--- src/rtl/wdog_pkg.sv ---
`timescale 1ns/1ps
package wdog_pkg;

  localparam int CNT_W = 8;
  localparam int SEL_W = 4;

  typedef enum logic [1:0] {
    ADDR_SEL  = 2'd0,
    ADDR_CNT  = 2'd1,
    ADDR_EN   = 2'd2,
    ADDR_STAT = 2'd3
  } regAddr_e;

  // strobes from control to datapath
  typedef struct packed {
    logic             load;
    logic [CNT_W-1:0] loadVal;
    logic             run;
    logic [SEL_W-1:0] sel;
  } dpCtl_t;

endpackage

--- src/rtl/wdog_dp.sv ---
`timescale 1ns/1ps
module wdog_dp
  import wdog_pkg::*;
#(
  parameter int TAP_NUM     = 8,
  parameter int TAP_BASE    = 6,
  parameter int SYNC_STAGES = 2
) (
  input  logic             clk,
  input  logic             rstN,
  input  dpCtl_t           ctl,
  input  logic             oscIn,
  output logic [CNT_W-1:0] cnt,
  output logic             ovf
);

  localparam int PRE_W  = TAP_BASE + TAP_NUM - 1;
  localparam int TAP_IW = (TAP_NUM > 1) ? $clog2(TAP_NUM) : 1;

  logic [PRE_W-1:0]   pre;
  logic [TAP_NUM-1:0] tapHit;
  logic [SYNC_STAGES:0] oscPipe;
  logic oscTick;
  logic tick;
  logic fire;

  // shared prescaler, cleared on reload or while not running
  always_ff @(posedge clk or negedge rstN) begin
    if (!rstN)                     pre <= '0;
    else if (ctl.load || !ctl.run) pre <= '0;
    else                           pre <= pre + 1'b1;
  end

  // tap g fires on the last phase of a 2^(TAP_BASE+g) period
  for (genvar g = 0; g < TAP_NUM; g++) begin : g_tap
    assign tapHit[g] = &pre[TAP_BASE+g-1:0];
  end

  // oscillator synchronizer plus one stage for edge detection
  always_ff @(posedge clk or negedge rstN) begin
    if (!rstN) oscPipe <= '0;
    else       oscPipe <= {oscPipe[SYNC_STAGES-1:0], oscIn};
  end
  assign oscTick = oscPipe[SYNC_STAGES-1] & ~oscPipe[SYNC_STAGES];

  always_comb begin
    if (ctl.sel < SEL_W'(TAP_NUM)) tick = tapHit[ctl.sel[TAP_IW-1:0]];
    else                           tick = oscTick;
  end

  assign fire = ctl.run & tick;
  assign ovf  = fire & (cnt == '1) & ~ctl.load;

  always_ff @(posedge clk or negedge rstN) begin
    if (!rstN)         cnt <= '0;
    else if (ctl.load) cnt <= ctl.loadVal;
    else if (fire)     cnt <= cnt + 1'b1;
  end

endmodule

--- src/rtl/wdog_ctrl.sv ---
`timescale 1ns/1ps
module wdog_ctrl
  import wdog_pkg::*;
#(
  parameter int              TAP_NUM   = 8,
  parameter int              PULSE_LEN = 4,
  parameter int              SEL_RESET = 7,
  parameter logic [CNT_W-1:0] KEY      = 8'h5A,
  parameter logic [CNT_W-1:0] DIS_CMD  = 8'h00,
  parameter logic [CNT_W-1:0] EN_CMD   = 8'h01
) (
  input  logic             clk,
  input  logic             rstN,
  input  logic             wrEn,
  input  logic [1:0]       wrAddr,
  input  logic [CNT_W-1:0] wrData,
  input  logic             ovf,
  output dpCtl_t           ctl,
  output logic [SEL_W-1:0] selOut,
  output logic             enOut,
  output logic             flagOut,
  output logic             wdRst
);

  localparam int PCNT_W = $clog2(PULSE_LEN + 1);

  logic [SEL_W-1:0]  selReg;
  logic              enReg;
  logic              armed;
  logic              flag;
  logic [PCNT_W-1:0] pulseCnt;

  logic selWr, cntWr, enWr, statWr, selOk;

  assign selWr  = wrEn && (wrAddr == ADDR_SEL);
  assign cntWr  = wrEn && (wrAddr == ADDR_CNT);
  assign enWr   = wrEn && (wrAddr == ADDR_EN);
  assign statWr = wrEn && (wrAddr == ADDR_STAT);
  assign selOk  = (wrData[CNT_W-1:SEL_W] == '0) &&
                  (wrData[SEL_W-1:0] <= SEL_W'(TAP_NUM));

  always_ff @(posedge clk or negedge rstN) begin
    if (!rstN)               selReg <= SEL_W'(SEL_RESET);
    else if (selWr && selOk) selReg <= wrData[SEL_W-1:0];
  end

  // key must be the write just before the disable command
  always_ff @(posedge clk or negedge rstN) begin
    if (!rstN)     armed <= 1'b0;
    else if (wrEn) armed <= enWr && (wrData == KEY);
  end

  always_ff @(posedge clk or negedge rstN) begin
    if (!rstN)                                enReg <= 1'b1;
    else if (enWr && armed && wrData == DIS_CMD) enReg <= 1'b0;
    else if (enWr && wrData == EN_CMD)        enReg <= 1'b1;
  end

  // sticky flag, set wins over a same-cycle clear
  always_ff @(posedge clk or negedge rstN) begin
    if (!rstN)                    flag <= 1'b0;
    else if (ovf)                 flag <= 1'b1;
    else if (statWr && wrData[0]) flag <= 1'b0;
  end

  always_ff @(posedge clk or negedge rstN) begin
    if (!rstN)                pulseCnt <= '0;
    else if (ovf)             pulseCnt <= PCNT_W'(PULSE_LEN);
    else if (pulseCnt != '0)  pulseCnt <= pulseCnt - 1'b1;
  end

  always_comb begin
    ctl.load    = cntWr;
    ctl.loadVal = wrData;
    ctl.run     = enReg && (pulseCnt == '0);
    ctl.sel     = selReg;
  end

  assign selOut  = selReg;
  assign enOut   = enReg;
  assign flagOut = flag;
  assign wdRst   = (pulseCnt != '0);

endmodule

--- src/rtl/watchdog_top.sv ---
`timescale 1ns/1ps
module watchdog_top
  import wdog_pkg::*;
#(
  parameter int              TAP_NUM     = 8,
  parameter int              TAP_BASE    = 6,
  parameter int              SYNC_STAGES = 2,
  parameter int              PULSE_LEN   = 4,
  parameter int              SEL_RESET   = 7,
  parameter logic [CNT_W-1:0] KEY        = 8'h5A
) (
  input  logic             clk,
  input  logic             rstN,
  input  logic             wrEn,
  input  logic [1:0]       wrAddr,
  input  logic [7:0]       wrData,
  input  logic             oscIn,
  output logic             wdRstOut,
  output logic [7:0]       cntOut,
  output logic [3:0]       selOut,
  output logic             enOut,
  output logic             ovfFlag
);

  dpCtl_t ctl;
  logic   ovf;

  wdog_ctrl #(
    .TAP_NUM  (TAP_NUM),
    .PULSE_LEN(PULSE_LEN),
    .SEL_RESET(SEL_RESET),
    .KEY      (KEY)
  ) u_ctrl (
    .clk    (clk),
    .rstN   (rstN),
    .wrEn   (wrEn),
    .wrAddr (wrAddr),
    .wrData (wrData),
    .ovf    (ovf),
    .ctl    (ctl),
    .selOut (selOut),
    .enOut  (enOut),
    .flagOut(ovfFlag),
    .wdRst  (wdRstOut)
  );

  wdog_dp #(
    .TAP_NUM    (TAP_NUM),
    .TAP_BASE   (TAP_BASE),
    .SYNC_STAGES(SYNC_STAGES)
  ) u_dp (
    .clk  (clk),
    .rstN (rstN),
    .ctl  (ctl),
    .oscIn(oscIn),
    .cnt  (cntOut),
    .ovf  (ovf)
  );

endmodule

--- config.mk ---
export PLATFORM = sky130hd
export DESIGN_NAME = watchdog_top
export DESIGN_NICKNAME = d
export VERILOG_FILES = /design/src/rtl/wdog_pkg.sv /design/src/rtl/wdog_dp.sv /design/src/rtl/wdog_ctrl.sv /design/src/rtl/watchdog_top.sv
export SDC_FILE = /design/constraint.sdc
export NUM_CORES = 1
export LEC_CHECK = 0
export ABC_AREA = 1
export CORE_MARGIN = 10
export CORE_UTILIZATION = 55
export CTS_BUF_LIST = sky130_fd_sc_hd__clkbuf_4 sky130_fd_sc_hd__clkbuf_8
export CTS_CLUSTER_SIZE = 10
export DETAILED_ROUTE_END_ITERATION = 6
export PLACE_DENSITY = 0.79
export SLEW_MARGIN = 20
export SYNTH_ARGS = -nofsm -noshare
export SYNTH_HDL_FRONTEND = slang
export SYNTH_SLANG_ARGS = --single-unit
--- constraint.sdc ---
create_clock -name clk -period 5.2 [get_ports clk]
set_clock_uncertainty 0.15 [all_clocks]
set_input_delay 0.52 -clock clk [delete_from_list [all_inputs] [get_ports clk]]
set_output_delay 0.52 -clock clk [all_outputs]
set_load 0.05 [all_outputs]
==> results of run 1 <==
## report_power, final
part,internal [mW],total [mW],leakage [nW],switching (mW)
Sequential,0.316,0.369,0.434,0.0536
Clock,0.163,0.258,0.0585,0.0951
Combinational,0.146,0.424,0.581,0.278
Total,0.624,1.05,1.07,0.427
## routing by layer
metal,track usage,share of wire,vias to the layer above
met5,0,0,-
li1,-,-,840
met3,0.0622,0.086,9
met4,0.0584,0.018,0
met2,0.246,0.47,57
met1,0.179,0.42,795
## worst max-delay path by stage
stage                       start            endpoint  slack (ns)  cells after the start
5_1_grt        u_ctrl.pulseCnt[0]            wdRstOut        2.44                      4
4_1_cts        u_ctrl.pulseCnt[0]            wdRstOut        2.49                      4
6_report       u_ctrl.pulseCnt[0]            wdRstOut        2.48                      4
2_1_floorplan         u_dp.pre[0]         u_dp.cnt[0]        3.27                     16
3_5_place_dp            wrAddr[0]  u_ctrl.pulseCnt[2]        2.72                      8
3_3_place_gp            wrAddr[0]  u_ctrl.pulseCnt[2]        2.79                      8
## critical path, stage by stage, from the launching register on
cell             delay, ns
dfrtp_1               0.40
inv_1                 0.10
ha_1                  0.20
nand2_1               0.15
clkdlybuf4s50_1       0.84
## flip-flops by register name (all words and copies together) (netlist names)
register	cells
u_dp.pre	13
u_ctrl.armed	1
u_ctrl.pulseCnt	3
u_ctrl.selOut	4
u_dp.cnt	8
u_ctrl.flagOut	1
u_ctrl.enOut	1
u_dp.oscPipe	3
## cell usage after synthesis (all sizes together)
cell and count:
nand2 56, inv 37, dfrtp 30, nor2 30, nand3 21, o21ai 21, a21oi 11, nor3 8
ha 5, dfstp 4, nand4 4, o31ai 2, a221oi 1, buf 1, clkbuf 1, clkinv 1
nand3b 1, o21a 1, o22ai 1, o41ai 1, or2 1, xnor2 1, xor2 1
## final cells by class
type / count / area [um^2] / share of cell area
flip-flops and latches: 34 / 856 / 0.375
multi-input cells: 166 / 832 / 0.364
repair buffers: 29 / 288 / 0.126
inverters: 38 / 143 / 0.0624
clock inverters: 2 / 60.1 / 0.0263
well taps: 44 / 55.1 / 0.0241
clock buffers: 6 / 51.3 / 0.0225
## kinds of logic (layout without fill, tap and decap cells)
kind of cell / count (synthesis) / in the layout
AND/OR/NAND/NOR: 121 / 121
adder cells (fa/ha/maj): 5 / 5
XOR/XNOR: 2 / 2
buffers and inverters: 40 / 75
flip-flops: 34 / 34
AO/OA/AOI/OAI: 38 / 38
==> out/metrics.csv, run 1 <==
stage,metric,value,unit
critical_path,rrSetupSlack,2.98,ns
critical_path,crit_path_max_fanout,4,
global_route,grt_max_degree,35,
sta,rsz0062_at_grt,no,
die,die_w,77.8,um
hold_path,min_path_type,reg -> reg,
sta,relSlewSlack,0.601,
final_layout,instances_no_fill,319,
synth,synthCells,240,
final_layout,area_growth,24.2,%
global_route,grtUsageTotal,0.153,
place,dp_hpwl,3180,um
place,postPlaceCellArea,2170,um^2
routing,drcViolationCount,0,
final_layout,design_area,2280,um^2
synth,synth_xor_area_frac,0.00952,
die,die_h,77.8,um
sta,fmax,368,MHz
final_layout,layout_commonest_cell,nand2_1,
power,p_leak,1.07,nW
routing,drt_iter0_drc,125,
place,gp_congestion,0.824,
synth,synth_cell_type_count,29,
power,powerDensity,460,nW/um^2
routing,drtPass1Iterations,4,
sta,hold_viol_final,0,
cts,cts_tree,yes,
die,core,3130,um^2
die,die_area,6060,um^2
sta,fin_crit_sh,0.522,
synth,synth_top_cell_area_share,0.408,
sta,period_minus_slack,2.72,ns
critical_path,r2r_cells,16,
routing,vias_per_cell,5.33,
synth,ys_seq_elements,34,
place,post-place-ws,2.72,ns
synth,synth-compound-area-share,0.112,
global_route,antenna_found_initial,0,
critical_path,end_kind,output port,
synth,avgSynthCellArea,7.66,um^2
synth,yosysTopAreaCell,dfrtp_1,
sta,worst_slack,2.48,ns
synth,synth_top_family_by_area,simple AND/OR/NAND/NOR gates,
cts,cts_setup_buffers,0,
synth,ys_top_cells_by_area,"dfrtp_1 41%, nand2_1 11%, inv_1 7.1%",
routing,finalWirelength,4370,um
die,initial_core_util,0.588,
sta,setup_viol_count_final,0,
routing,ant_nets,0,
power,power,1.05,mW
synth,synthMuxAreaShare,0,
final_layout,utilization,0.730,
sta,whs,0.208,ns
cts,path_clk_slew,0.11,ns
sta,worst_pin_slew,0.598,ns
critical_path,critPathKind,reg -> out,
die,pin_count,29,
critical_path,crit_required,4.53,ns
cts,insertion_delay,0.35,ns
synth,yosysWarnings,0,
final_layout,final_nets,293,
cts,cts_buffer_depth,2,
critical_path,reg2reg_from,u_dp.pre[0],
global_route,grt_overflow,0,
critical_path,r2r_end,u_dp.cnt[1],
sta,slew_viol_final,0,
run_status,status,completed,
cts,cts_resized,0,
critical_path,critPathArrivalTime,2.05,ns
cts,root_buffer,clkbuf_4,
cts,cts_hold_buffers,0,
power,ir_drop,0.000339,V
synth,netlist_area,1840,um^2
synth,synth-simple-area-share,0.297,
final_layout,diodes,0,
routing,vias,1701,
final_layout,final_cell_mix,"52 x nand2_1, 35 x inv_1, 30 x dfrtp_1",
synth,synth-adder-area-share,0.0340,
place,placed_cells,311,
final_layout,fillers,258,
hold_path,whs_endpoint,u_dp.oscPipe[1],
synth,synth_nets,259,
sta,fin_tns_setup,0,ns
cts,numCtsBuffers,5,
critical_path,start_kind,register,
hold_path,worstHoldStart,u_dp.oscPipe[0],
routing,routedWlPerCell,13.7,um
final_layout,drive_gt1_frac,0.0873,
synth,ys_seq_area_frac,0.465,
cts,clock_sinks,34,
place,portBuffers,28,
run,cap_violations,0,
die,std_cell_rows,20,
cts,htreeDepth,2,
global_route,grt_pass1_vias,1727,
hold_path,whs_path_depth,0,
global_route,grt_pass1_wl,7680,um
No activity file was read; power rests on OpenSTA's default activity.
==> inputs of run 2 (changes only) <==
==> constraint.sdc (replaced) <==
create_clock -name clk -period 2.82 [get_ports clk]
set_clock_uncertainty 0.15 [all_clocks]
set_input_delay 0.282 -clock clk [delete_from_list [all_inputs] [get_ports clk]]
set_output_delay 0.282 -clock clk [all_outputs]
set_load 0.05 [all_outputs]
==> run 2 against run 1 <==
Effect of this change: first-iteration DRC count grew 23%; routed wire length shrank 5.4%; final area shrank 1.3%; global-route usage shrank 0.81 points; hold slack lost 0.019 ns; sequential power grew 85%; setup slack lost 2.0 ns; critical path depth is the same; sequential share of layout area grew 0.48 points.
==> out/metrics.csv, run 2 (same netlist as run 1, synthesis figures left out) <==
stage,metric,value,unit,change
final_layout,final_cell_mix,"52 x nand2_1, 35 x inv_1, 30 x dfrtp_1",,
power,p_leak,1.05,nW,-2.0%
global_route,grt_overflow,0,,unchanged
final_layout,final_nets,293,,unchanged
final_layout,fillers,272,,+5.4%
critical_path,crit_path_max_fanout,4,,unchanged
cts,htreeDepth,2,,unchanged
sta,setup_viol_count_final,0,,unchanged
place,dp_hpwl,3170,um,-0.12%
cts,cts_hold_buffers,0,,unchanged
routing,drt-met1-wl,1960,um,+6.4%
sta,hold_viol_final,0,,unchanged
sta,whs,0.189,ns,-0.0190 ns
place,post-place-ws,0.527,ns,-2.19 ns
die,die_h,77.8,um,unchanged
critical_path,critPathKind,reg -> out,,
power,p_comb_frac,0.425,,+0.022
power,ir_drop,0.000600,V,+77%
sta,rsz0062_at_grt,no,,
routing,vias_per_cell,5.26,,-1.3%
global_route,grt_pass1_vias,1571,,-9.0%
cts,cts_tree,yes,,
power,p_clk_frac,0.198,,-0.047
run_status,status,completed,,
routing,wl_met3,306,um,-18%
die,die_area,6060,um^2,unchanged
final_layout,drive_gt1_frac,0.0873,,unchanged
critical_path,critPathArrivalTime,1.90,ns,-0.15 ns
power,p_sw_frac,0.429,,+0.0228
routing,routedWlPerCell,13.0,um,-5.4%
final_layout,instances_no_fill,319,,unchanged
routing,ant_nets,0,,unchanged
die,initial_core_util,0.588,,unchanged
sta,slew_viol_final,0,,unchanged
critical_path,crit_required,2.39,ns,-2.14 ns
final_layout,diodes,0,,unchanged
final_layout,max_flop_register,u_dp.pre,,
cts,clock_sinks,34,,unchanged
global_route,grt_pass1_wl,7290,um,-5.0%
sta,fin_crit_sh,0.828,,
routing,wl_met2,1780,um,-14%
sta,fin_tns_setup,0,ns,unchanged
global_route,antenna_found_initial,0,,unchanged
place,placed_cells,311,,unchanged
final_layout,largest_reg_flops,13,,unchanged
routing,vias,1679,,-1.3%
cts,insertion_delay,0.33,ns,-0.02 ns
power,p_int,1.04,mW,+66%
place,portBuffers,28,,unchanged
power,powerDensity,804,nW/um^2,+75%
global_route,grtUsageTotal,0.145,,-0.00809
die,core,3130,um^2,unchanged
cts,cts_resized,0,,unchanged
cts,cts_buffer_depth,2,,unchanged
sta,fmax,428,MHz,
die,std_cell_rows,20,,unchanged
routing,finalWirelength,4130,um,-5.4%
critical_path,end_kind,output port,,
die,die_w,77.8,um,unchanged
global_route,grt_max_degree,35,,unchanged
cts,cts_setup_buffers,0,,unchanged
place,gp_congestion,0.854,,+3.6%
sta,worst_slack,0.486,ns,-2.00 ns
run,cap_violations,0,,unchanged
power,seqPwrFrac,0.377,,+0.026
hold_path,min_path_type,in -> async,,
cts,path_clk_slew,0.11,ns,about the same
sta,relSlewSlack,0.585,,-0.0157
critical_path,start_kind,register,,
final_layout,layout_commonest_cell,nand2_1,,
routing,top_layer,met4,,
sta,period_minus_slack,2.33,ns,
routing,drcViolationCount,0,,unchanged
routing,drtPass1Iterations,5,,+1
die,pin_count,29,,unchanged
power,p_sw,0.778,mW,+82%
cts,root_buffer,clkbuf_4,,
sta,worst_pin_slew,0.621,ns,+0.0235 ns
cts,numCtsBuffers,5,,unchanged
routing,drt_iter0_drc,154,,+23%
final_layout,area_growth,22.7,%,
## run 2: power by group through the flow
stage	clock network (mW)	registers (mW)	logic [mW]
floorplan	0	0.864	0.342
global placement	0	0.691	0.766
detailed placement	0	0.688	0.778
CTS	0.364	0.682	0.780
global route	0.395	0.700	0.860
finish	0.359	0.684	0.772
## run 2: final timing paths
check                                   start              end  slack, ns  depth (start not counted)
max in group asynchronous                rstN     u_ctrl.enOut       2.00                          2
min in group clk              u_dp.oscPipe[0]  u_dp.oscPipe[1]       0.21                          0
hold reg to reg               u_dp.oscPipe[0]  u_dp.oscPipe[1]       0.21                          0
hold / removal                           rstN      u_dp.pre[7]       0.19                          2
setup / recovery           u_ctrl.pulseCnt[0]         wdRstOut       0.49                          4
setup reg to reg                  u_dp.pre[0]      u_dp.cnt[3]       0.67                         16
## run 2: worst max-delay path, stage by stage, from the launching register on
cell and delay, ns:
dfrtp_1 0.37, inv_1 0.07, ha_1 0.19, nand2_1 0.12, clkdlybuf4s50_1 0.82
## run 2: cell type report
class                      instances  area (um^2)  share of cell area
tap                               44         55.1              0.0244
inverter                          38          143              0.0632
clock inverter                     3         45.0              0.0200
timing repair buffer              29          288               0.128
sequential                        34          856               0.379
multi-input combinational        166          832               0.369
clock buffer                       5         37.5              0.0166
## run 2: per-stage QoR
| stage | area (um^2) | total power, mW | util |
|---|---|---|---|
| floorplan | 1840 | 1.21 | - |
| global placement | 2170 | 1.46 | 0.695 |
| detailed placement | 2170 | 1.47 | 0.695 |
| CTS | 2260 | 1.83 | 0.721 |
| global route | 2260 | 1.96 | 0.721 |
| finish | 2260 | 1.81 | 0.721 |
## run 2: metal layers
layer,vias up,global-route usage
met5,-,0
met4,0,0.0493
met3,11,0.0518
met2,60,0.210
met1,762,0.196
li1,846,-
==> inputs of run 3 (changes only) <==
--- a/config.mk
+++ b/config.mk
@@ -7,11 +7,11 @@
 export LEC_CHECK = 0
 export ABC_AREA = 1
 export CORE_MARGIN = 10
-export CORE_UTILIZATION = 55
+export CORE_UTILIZATION = 50
 export CTS_BUF_LIST = sky130_fd_sc_hd__clkbuf_4 sky130_fd_sc_hd__clkbuf_8
 export CTS_CLUSTER_SIZE = 10
 export DETAILED_ROUTE_END_ITERATION = 6
-export PLACE_DENSITY = 0.79
+export PLACE_DENSITY = 0.76
 export SLEW_MARGIN = 20
 export SYNTH_ARGS = -nofsm -noshare
 export SYNTH_HDL_FRONTEND = slang
==> constraint.sdc (replaced) <==
create_clock -name clk -period 1.91 [get_ports clk]
set_clock_uncertainty 0.15 [all_clocks]
set_input_delay 0.191 -clock clk [delete_from_list [all_inputs] [get_ports clk]]
set_output_delay 0.191 -clock clk [all_outputs]
set_load 0.05 [all_outputs]
==> run 3 against run 2 <==
Effect of this change: the flow now finishes with violations (negative setup slack); via count is 3.6% higher; cell count increased by 7.2%; flip-flop and latch count stayed put; critical path depth rose by 12; power increased by 60%; global-route usage fell by 0.10 points; sequential share of layout area down 3.5 points; die area rose by 7.4%; clock-buffer cell count is 2 higher; final area rose by 10%; critical endpoint is now u_dp.cnt[3]; largest power group unchanged; highest routed layer unchanged.
==> out/metrics.csv, run 3 (same netlist as run 1, synthesis figures left out) <==
stage,metric,value,unit,change
critical_path,end_kind,register,,
die,core,3440,um^2,+10%
final_layout,final_nets,314,,+7.2%
sta,fmax,514,MHz,
cts,numCtsBuffers,5,,unchanged
cts,cts_buffer_depth,2,,unchanged
place,dp_hpwl,3340,um,+5.4%
cts,path_clk_slew,0.07,ns,-0.04 ns
die,die_area,6500,um^2,+7.4%
die,die_w,80.7,um,+3.6%
critical_path,r2r_cells,16,,unchanged
critical_path,crit_path_frequent_cell,nand2_2,,
power,power,2.90,mW,+60%
critical_path,critPathMaxStageDelay,0.38,ns,-0.44 ns
global_route,grt_overflow,0,,unchanged
final_layout,utilization,0.722,,about the same
final_layout,area_growth,35.1,%,
die,std_cell_rows,21,,+5.0%
cts,root_buffer,clkbuf_8,,
critical_path,path_depth,16,,+12
sta,slew_viol_final,0,,unchanged
critical_path,crit_family,simple AND/OR/NAND/NOR gates,,
global_route,grt_pass1_vias,1649,,+5.0%
final_layout,max_flop_register,u_dp.pre,,
cts,insertion_delay,0.29,ns,-0.04 ns
final_layout,fillers,302,,+11%
final_layout,ff_latch_area,856,um^2,unchanged
final_layout,largest_reg_flops,13,,unchanged
cts,cts_hold_buffers,0,,unchanged
critical_path,critPathKind,reg -> reg,,
sta,relSlewSlack,0.660,,+0.0745
routing,drtPass1Iterations,4,,-1
global_route,antenna_found_initial,0,,unchanged
global_route,grtUsageTotal,0.144,,-0.00105
place,gp_congestion,0.870,,+1.9%
sta,worst_pin_slew,0.508,ns,-0.113 ns
final_layout,final_cell_mix,"46 x nand2_1, 34 x inv_1, 33 x buf_4",,
cts,clock_sinks,34,,unchanged
global_route,grt_max_degree,35,,unchanged
run_status,status,"finished, violations left",,
routing,routedWlPerCell,12.7,um,-1.7%
routing,drcViolationCount,0,,unchanged
die,initial_core_util,0.534,,-0.0536
routing,finalWirelength,4350,um,+5.3%
critical_path,start_kind,register,,
critical_path,cp_num_buf_inv,1,,-1
sta,worst_slack,-0.0345,ns,-0.520 ns
global_route,grt_pass1_wl,7450,um,+2.2%
critical_path,crit_path_max_fanout,8,,+4
final_layout,diodes,0,,unchanged
critical_path,cp_cell_sequence,ha_2 -> nand2_2 -> nor2_4 -> nand2_2 -> inv_2 -> ha_2 -> nor2_2 -> nor2_1 -> o21ai_1 -> nand2_1 -> nand2_2 -> nand2_4 -> nand2_8 -> nand2_8 -> nand2_2 -> nand2_2,,
sta,whs,0.165,ns,-0.0249 ns
cts,htreeDepth,2,,unchanged
run_status,violations,negative setup slack,,
place,portBuffers,28,,unchanged
sta,setup_viol_count_final,8,,+8
cts,cts_tree,yes,,
critical_path,critPathArrivalTime,1.98,ns,+0.08 ns
critical_path,crit_required,1.94,ns,-0.45 ns
run,cap_violations,0,,unchanged
final_layout,layout_commonest_cell,nand2_1,,
routing,vias_per_cell,5.09,,-3.3%
power,powerDensity,1170,nW/um^2,+45%
hold_path,min_path_type,in -> async,,
routing,drt_iter0_drc,95,,-38%
critical_path,crit_slowest_cell,dfrtp_1,,
die,pin_count,29,,unchanged
routing,ant_nets,0,,unchanged
sta,period_minus_slack,1.94,ns,
routing,vias,1740,,+3.6%
final_layout,drive_gt1_frac,0.247,,+0.159
die,die_h,80.7,um,+3.6%
power,ir_drop,0.000700,V,+17%
sta,rsz0062_at_grt,yes,,
sta,hold_viol_final,0,,unchanged
power,p_leak,1.19,nW,+13%
final_layout,multi_input_area,916,um^2,+10%
sta,fin_crit_sh,1.02,,
[run 3: cell types whose count changed in the layout (fill, tap and decap cells not counted), moves of 4 or more]
cell	previous run	this run
clkbuf_8	0	6
buf_4	1	33
clkdlybuf4s50_1	28	15
nand2_1	52	46
clkbuf_4	5	1
nand2_2	2	8
[run 3: stage by stage]
step | cell area, um^2 | setup WS (ns) | setup TNS, ns | cells
after global routing | 2480 | -0.158 | -1.49 | 342
after CTS | 2400 | -0.0773 | -0.664 | 340
after floorplan | 1840 | 0.0132 | 0 | 240
after global placement | 2280 | -0.0405 | -0.240 | 329
final | 2480 | -0.0345 | -0.210 | 342
after detailed placement | 2280 | -0.102 | -0.919 | 329
[run 3: final timing paths]
check / start / endpoint / slack (ns)
min in group clk: oscIn / u_dp.oscPipe[0] / 0.19
setup / recovery: u_dp.pre[1] / u_dp.cnt[3] / -0.03
hold / removal: rstN / u_dp.cnt[1] / 0.16
setup reg to reg: u_dp.pre[1] / u_dp.cnt[3] / -0.03
max in group asynchronous: rstN / u_ctrl.selOut[0] / 1.12
hold reg to reg: u_dp.oscPipe[0] / u_dp.oscPipe[1] / 0.20
[run 3: what timing repair did]
action                                  CTS  global route
pin swaps                                 2             6
resized for setup                         3            17
endpoints found under the setup margin   12            12
cloned                                    1             0
endpoints found under the hold margin     0             0
setup buffers                             2             2
[run 3: report_power, final]
group	total, mW	leakage, nW	switching, mW	internal [mW]
combinational	1.38	0.705	0.850	0.529
sequential	0.965	0.434	0.105	0.861
clock	0.555	0.0517	0.250	0.305
[run 3: area by class of cell]
cell class / instances / area share
clock buffers: 7 / 0.0363
well taps: 46 / 0.0232
inverters: 38 / 0.0574
clock inverters: 1 / 0.00201
multi-input cells: 167 / 0.369
flip-flops and latches: 34 / 0.344
repair buffers: 49 / 0.168
[run 3: layer usage]
| metal | wire, um | up-vias | GRT usage |
|---|---|---|---|
| li1 | - | 887 | - |
| met1 | 1930 | 805 | 0.175 |
| met2 | 2100 | 42 | 0.227 |
| met3 | 268 | 6 | 0.0501 |
| met4 | 57 | 0 | 0.0606 |
| met5 | 0 | - | 0 |
